--- src/rtl/fcmd_pkg.sv ---
package fcmd_pkg;

    localparam int ADDR_W = 15;
    localparam int DATA_W = 8;

    localparam logic [ADDR_W-1:0] ADR_CMD = 15'h5555;
    localparam logic [ADDR_W-1:0] ADR_ALT = 15'h2AAA;

    localparam logic [DATA_W-1:0] K_FIRST  = 8'hAA;
    localparam logic [DATA_W-1:0] K_SECOND = 8'h55;
    localparam logic [DATA_W-1:0] K_PROT   = 8'hA0;
    localparam logic [DATA_W-1:0] K_EXT    = 8'h80;
    localparam logic [DATA_W-1:0] K_IDIN   = 8'h90;
    localparam logic [DATA_W-1:0] K_IDOUT  = 8'hF0;
    localparam logic [DATA_W-1:0] K_UNPROT = 8'h20;
    localparam logic [DATA_W-1:0] K_ERASE  = 8'h10;
    localparam logic [DATA_W-1:0] K_IDALT  = 8'h60;

    localparam int NCMD     = 5;
    localparam int C_PROT   = 0;
    localparam int C_UNPROT = 1;
    localparam int C_ERASE  = 2;
    localparam int C_IDIN   = 3;
    localparam int C_IDOUT  = 4;

    typedef enum logic [2:0] {
        ST_IDLE,
        ST_KEY1,
        ST_KEY2,
        ST_EXT0,
        ST_EXT1,
        ST_EXT2
    } seq_state_t;

endpackage

--- src/rtl/fcmd_match.sv ---
module fcmd_match
    import fcmd_pkg::*;
(
    input  logic [ADDR_W-1:0] addr,
    input  logic [DATA_W-1:0] data,
    output logic              hit_first,
    output logic              hit_second,
    output logic              at_cmd
);

    always_comb begin
        at_cmd     = (addr == ADR_CMD);
        hit_first  = at_cmd && (data == K_FIRST);
        hit_second = (addr == ADR_ALT) && (data == K_SECOND);
    end

endmodule

--- src/rtl/fcmd_seq_fsm.sv ---
module fcmd_seq_fsm
    import fcmd_pkg::*;
(
    input  logic              clk,
    input  logic              rst_n,
    input  logic              acc_stb,
    input  logic              hit_first,
    input  logic              hit_second,
    input  logic              at_cmd,
    input  logic [DATA_W-1:0] data,
    output logic [NCMD-1:0]   fire,
    output logic [NCMD-1:0]   pulse
);

    seq_state_t state_q;
    seq_state_t state_d;
    seq_state_t restart;

    // state register
    always_ff @(posedge clk) begin
        if (!rst_n) state_q <= ST_IDLE;
        else        state_q <= state_d;
    end

    // next state and command decode
    always_comb begin
        state_d = state_q;
        fire    = '0;
        restart = hit_first ? ST_KEY1 : ST_IDLE;
        if (acc_stb) begin
            unique case (state_q)
                ST_IDLE: state_d = restart;
                ST_KEY1: state_d = hit_second ? ST_KEY2 : restart;
                ST_KEY2: begin
                    state_d = restart;
                    if (at_cmd) begin
                        if (data == K_PROT) begin
                            fire[C_PROT] = 1'b1;
                            state_d      = ST_IDLE;
                        end else if (data == K_IDIN) begin
                            fire[C_IDIN] = 1'b1;
                            state_d      = ST_IDLE;
                        end else if (data == K_IDOUT) begin
                            fire[C_IDOUT] = 1'b1;
                            state_d       = ST_IDLE;
                        end else if (data == K_EXT) begin
                            state_d = ST_EXT0;
                        end
                    end
                end
                ST_EXT0: state_d = hit_first ? ST_EXT1 : ST_IDLE;
                ST_EXT1: state_d = hit_second ? ST_EXT2 : restart;
                ST_EXT2: begin
                    state_d = restart;
                    if (at_cmd) begin
                        if (data == K_UNPROT) begin
                            fire[C_UNPROT] = 1'b1;
                            state_d        = ST_IDLE;
                        end else if (data == K_ERASE) begin
                            fire[C_ERASE] = 1'b1;
                            state_d       = ST_IDLE;
                        end else if (data == K_IDALT) begin
                            fire[C_IDIN] = 1'b1;
                            state_d      = ST_IDLE;
                        end
                    end
                end
                default: state_d = ST_IDLE;
            endcase
        end
    end

    // registered one-cycle command pulses
    for (genvar g = 0; g < NCMD; g++) begin : g_pulse
        logic q;
        always_ff @(posedge clk) begin
            if (!rst_n) q <= 1'b0;
            else        q <= fire[g];
        end
        assign pulse[g] = q;
    end

endmodule

--- src/rtl/fcmd_mode_flags.sv ---
module fcmd_mode_flags (
    input  logic clk,
    input  logic rst_n,
    input  logic set_prot,
    input  logic clr_prot,
    input  logic set_id,
    input  logic clr_id,
    output logic prot_q,
    output logic id_q
);

    always_ff @(posedge clk) begin
        if (!rst_n) begin
            prot_q <= 1'b0;
            id_q   <= 1'b0;
        end else begin
            if (set_prot)      prot_q <= 1'b1;
            else if (clr_prot) prot_q <= 1'b0;
            if (set_id)        id_q   <= 1'b1;
            else if (clr_id)   id_q   <= 1'b0;
        end
    end

endmodule

--- src/rtl/fcmd_pause_timer.sv ---
module fcmd_pause_timer #(
    parameter int ID_PAUSE_CYC    = 1000,
    parameter int ERASE_PAUSE_CYC = 5000000
) (
    input  logic clk,
    input  logic rst_n,
    input  logic start_id,
    input  logic start_erase,
    output logic busy
);

    localparam int MAXP = (ERASE_PAUSE_CYC > ID_PAUSE_CYC) ? ERASE_PAUSE_CYC : ID_PAUSE_CYC;
    localparam int CW   = $clog2(MAXP + 1);

    logic [CW-1:0] cnt_q;

    always_ff @(posedge clk) begin
        if (!rst_n)            cnt_q <= '0;
        else if (start_erase)  cnt_q <= CW'(ERASE_PAUSE_CYC);
        else if (start_id)     cnt_q <= CW'(ID_PAUSE_CYC);
        else if (cnt_q != '0)  cnt_q <= cnt_q - CW'(1);
    end

    assign busy = (cnt_q != '0);

endmodule

--- src/rtl/fcmd_unlock_top.sv ---
module fcmd_unlock_top
    import fcmd_pkg::*;
#(
    parameter int ID_PAUSE_CYC    = 1000,
    parameter int ERASE_PAUSE_CYC = 5000000
) (
    input  logic              clk,
    input  logic              rst_n,
    input  logic              wr_stb,
    input  logic [ADDR_W-1:0] wr_addr,
    input  logic [DATA_W-1:0] wr_data,
    output logic              cmd_prot_load,
    output logic              cmd_prot_off,
    output logic              cmd_erase,
    output logic              cmd_id_enter,
    output logic              cmd_id_exit,
    output logic              prot_flag,
    output logic              id_flag,
    output logic              busy
);

    logic            hit_first, hit_second, at_cmd;
    logic            acc_stb;
    logic [NCMD-1:0] fire, pulse;

    assign acc_stb = wr_stb && !busy;

    fcmd_match u_match (
        .addr       (wr_addr),
        .data       (wr_data),
        .hit_first  (hit_first),
        .hit_second (hit_second),
        .at_cmd     (at_cmd)
    );

    fcmd_seq_fsm u_fsm (
        .clk        (clk),
        .rst_n      (rst_n),
        .acc_stb    (acc_stb),
        .hit_first  (hit_first),
        .hit_second (hit_second),
        .at_cmd     (at_cmd),
        .data       (wr_data),
        .fire       (fire),
        .pulse      (pulse)
    );

    fcmd_mode_flags u_flags (
        .clk      (clk),
        .rst_n    (rst_n),
        .set_prot (fire[C_PROT]),
        .clr_prot (fire[C_UNPROT]),
        .set_id   (fire[C_IDIN]),
        .clr_id   (fire[C_IDOUT]),
        .prot_q   (prot_flag),
        .id_q     (id_flag)
    );

    fcmd_pause_timer #(
        .ID_PAUSE_CYC    (ID_PAUSE_CYC),
        .ERASE_PAUSE_CYC (ERASE_PAUSE_CYC)
    ) u_timer (
        .clk         (clk),
        .rst_n       (rst_n),
        .start_id    (fire[C_IDIN] | fire[C_IDOUT]),
        .start_erase (fire[C_ERASE]),
        .busy        (busy)
    );

    assign cmd_prot_load = pulse[C_PROT];
    assign cmd_prot_off  = pulse[C_UNPROT];
    assign cmd_erase     = pulse[C_ERASE];
    assign cmd_id_enter  = pulse[C_IDIN];
    assign cmd_id_exit   = pulse[C_IDOUT];

endmodule

--- config.mk ---
export PLATFORM = sky130hd
export DESIGN_NAME = fcmd_unlock_top
export DESIGN_NICKNAME = d
export VERILOG_FILES = /design/src/rtl/fcmd_pkg.sv /design/src/rtl/fcmd_match.sv /design/src/rtl/fcmd_seq_fsm.sv /design/src/rtl/fcmd_mode_flags.sv /design/src/rtl/fcmd_pause_timer.sv /design/src/rtl/fcmd_unlock_top.sv
export SDC_FILE = /design/constraint.sdc
export NUM_CORES = 1
export LEC_CHECK = 0
export ABC_CLOCK_PERIOD_IN_PS = 2650
export CAP_MARGIN = 20
export CORE_MARGIN = 3
export CORE_UTILIZATION = 25
export DETAILED_ROUTE_END_ITERATION = 10
export GPL_TIMING_DRIVEN = 0
export PLACE_DENSITY = 0.45
export SKIP_LAST_GASP = 1
export SYNTH_ARGS = -nofsm -noshare
export SYNTH_HDL_FRONTEND = slang
export SYNTH_SLANG_ARGS = --single-unit
--- constraint.sdc ---
create_clock -name clk -period 2.65 [get_ports clk]
set_input_delay 0.3975 -clock clk [delete_from_list [all_inputs] [get_ports clk]]
set_output_delay 0.3975 -clock clk [all_outputs]
set_load 0.03 [all_outputs]
==> flow_summary_export.csv <==
group,metric,value,unit
place,port_buffers,33,
sta,slew_violations,0,
detailed_routing,drc,0,
synth,ys_top_cells_by_count,"dfxtp_1, nor2_1, o21ai_0",
synth,synth_compound_area_frac,0.174,
place,place_hpwl,4110,um
cts,cts.htree.levels,2,
synth,synth_most_common_cell,"dfxtp_1",
grt,grt_pass1_vias,1884,
cts,clk_latency,0.29,ns
place,place_congestion,0.736,
power,ir_drop,0.422,mV
power,p_per_area,870,nW/um^2
cts,cts.clk_slew.worst_paths,0.07,ns
sta,setup_viol,0,
sta,fin_crit_sh,0.950,
synth,synth_area,1940,sq um
detailed_routing,wire_per_inst,14.9,um
grt,grt_pass1_wl,9440,um
synth,synth-xor-area-share,0.0587,
sta,max_slew_margin,0.557,
synth,syn_inst,231,
sta,skew,0.00551,ns
synth,synth.avg_cell_area,8.40,sq um
synth,yosysWarnings,0,
cts,cts_hold_buffers,0,
layout,fillers,808,
synth,synth-edff-count,0,
worst_setup_path,start_kind,"flip-flop",
floorplanning,die_w,94.1,um
detailed_routing,firstDrtPassIters,4,
cts,cts_tree,"yes",
floorplanning,die_area,8850,sq um
synth,synth-seq-cells,33,
power,leakage,0.859,nW
synth,async_flop_share,0,
sta,max_freq,397,MHz
synth,synth_top_family_by_area,"simple AND/OR/NAND/NOR gates",
synth,synth_top_area_cell,"dfxtp_1",
layout,multiInputGateArea,1280,sq um
detailed_routing,via_per_inst,5.05,
sta,hold_viol_final,0,
floorplanning,floorplan.initialDensity,0.263,
cts,cts_root_buffer,"clkbuf_8",
outcome,outcome,"completed",
layout,regArea,661,sq um
sta,period_minus_slack,2.52,ns
worst_setup_path,end_kind,"primary output",
floorplanning,die_h,94.1,um
synth,synth_top_area_frac,0.341,
synth,synth_adder_area_share,0.0129,
sta,tns,0,ns
cts,cts.sinks,33,
synth,synth_ff_type,"dfxtp_1",
worst_setup_path,path_class,"reg2out",
floorplanning,pin_count,34,
worst_setup_path,critPathMaxFanout,10,
sta,rsz0062_at_grt,"true",
synth,ys_top_cells_by_area,"dfxtp_1, nor2_1, or4_1, o21ai_0, a21oi_1",
synth,syn-num-nets,259,
grt,antenna_found_initial,0,
synth,synth_simple_gate_area_share,0.388,
detailed_routing,routed_wl,5530,um
floorplanning,rows,31,
layout,finalCoreUtilization,0.345,
flow_run,max-cap-violations,0,
layout,layout-drive-gt1-share,0.0842,
cts,cts_buffers,5,
grt,grt_usage,0.135,
cts,clockBufferDepth,2,
layout,final_nets,300,
worst_setup_path,crit_arrival,2.12,ns
layout,final_area,2540,sq um
grt,grt_max_degree,11,
grt,grt_overflow,0,
layout,syn2layout_area_growth,31.2,%
worst_setup_path,crit_required,2.25,ns
place,dpl_cell_area,2390,sq um
floorplanning,coreArea,7370,sq um
sta,tightest_slew,0.662,ns
detailed_routing,ant_nets,0,
synth,synth.distinct_cells,47,
detailed_routing,detail_route.iter0.violations,108,
synth,yosysSeqAreaShare,0.341,
layout,diodes,0,
detailed_routing,num_vias,1880,
synth,synth.area.mux_share,0.00516,
hold_path,min_path_type,"reg2reg",
[logic make-up (layout without fill, tap and decap cells)]
family,Yosys count,count (layout)
mux,1,1
buf+inv,10,52
flops,33,33
fa+ha+maj,2,2
compound gates,55,55
xor+xnor,13,13
simple gates,117,117
[critical path, cell delays in order, from the launching register on]
cell and delay [ns]:
dfxtp_1 0.36, inv_1 0.13, ha_1 0.18, nor4b_2 0.31, nand3_4 0.18, nor2_2 0.25
inv_1 0.06, dlygate4sd2_1 0.35
[path summary, 6_finish.rpt]
kind,from,end,slack [ns],cells past startpoint
worst min-delay path,u_flags.prot_q,u_flags.prot_q,0.49,2
worst max register to register,u_timer.cnt_q[15],u_fsm.state_q[2],0.17,6
worst min register to register,u_flags.prot_q,u_flags.prot_q,0.49,2
worst max-delay path,u_timer.cnt_q[0],busy,0.13,7
[where the power goes]
group	switching, mW	internal (mW)
Sequential	0.130	0.586
Clock	0.190	0.235
Combinational	0.610	0.461
[cells in the final DEF (no fill, tap or decap), types with 2 or more instances in the layout]
cell	count
dfxtp_1	33
clkdlybuf4s50_1	32
nor2_1	27
a21oi_1	15
o21ai_0	15
or4_1	11
nor3_1	10
or3_1	9
nand2_1	8
xor2_1	8
o21a_1	8
nand4_1	7
clkbuf_8	7
nor4_1	6
nor4bb_1	6
inv_1	5
o31ai_1	5
nor4b_1	5
xnor2_1	5
nand3_1	4
clkbuf_1	3
nor4_4	2
nor4b_2	2
nor3_4	2
and3_1	2
buf_2	2
a211oi_1	2
a21o_1	2
or2_2	2
nor3b_1	2
o211ai_1	2
ha_1	2
[registers in the layout (all words and copies together), names as in the netlist]
register and count:
u_flags.id_q 1, u_timer.cnt_q 23, u_fsm.state_q 3, u_flags.prot_q 1, u_fsm.g_pulse.q 5
[metal layers]
metal / vias to the layer above / GRT usage / share of wire
met5: - / 0 / 0
met4: 0 / 0.0349 / 0.010
met3: 6 / 0.0304 / 0.034
met2: 22 / 0.207 / 0.43
met1: 886 / 0.189 / 0.52
li1: 966 / - / -
[through the flow]
step	power, mW	cells	hold WS, ns	worst slack [ns]
final	2.21	372	0.485	0.133
after global routing	2.41	372	0.540	-0.0400
after CTS	2.19	371	0.489	0.0170
after detailed placement	1.74	363	0.479	-0.398
after global placement	1.74	363	0.476	-0.397
after floorplan	1.47	231	0.465	0.403
[layout make-up]
class | instances | share of cell area
inverter | 5 | 0.00738
timing repair buffer | 34 | 0.132
buffer | 5 | 0.00836
sequential | 33 | 0.260
clock buffer | 7 | 0.0379
clock inverter | 1 | 0.00197
tap | 99 | 0.0487
multi-input combinational | 188 | 0.504
[timing repair]
item / CTS / global route
setup buffers: 0 / 1
cloned: 0 / 0
setup endpoints to repair: 11 / 12
pin swaps: 1 / 2
endpoints found under the hold margin: 0 / 0
gates resized for setup: 5 / 4
Power figures use the tool's default switching activity.
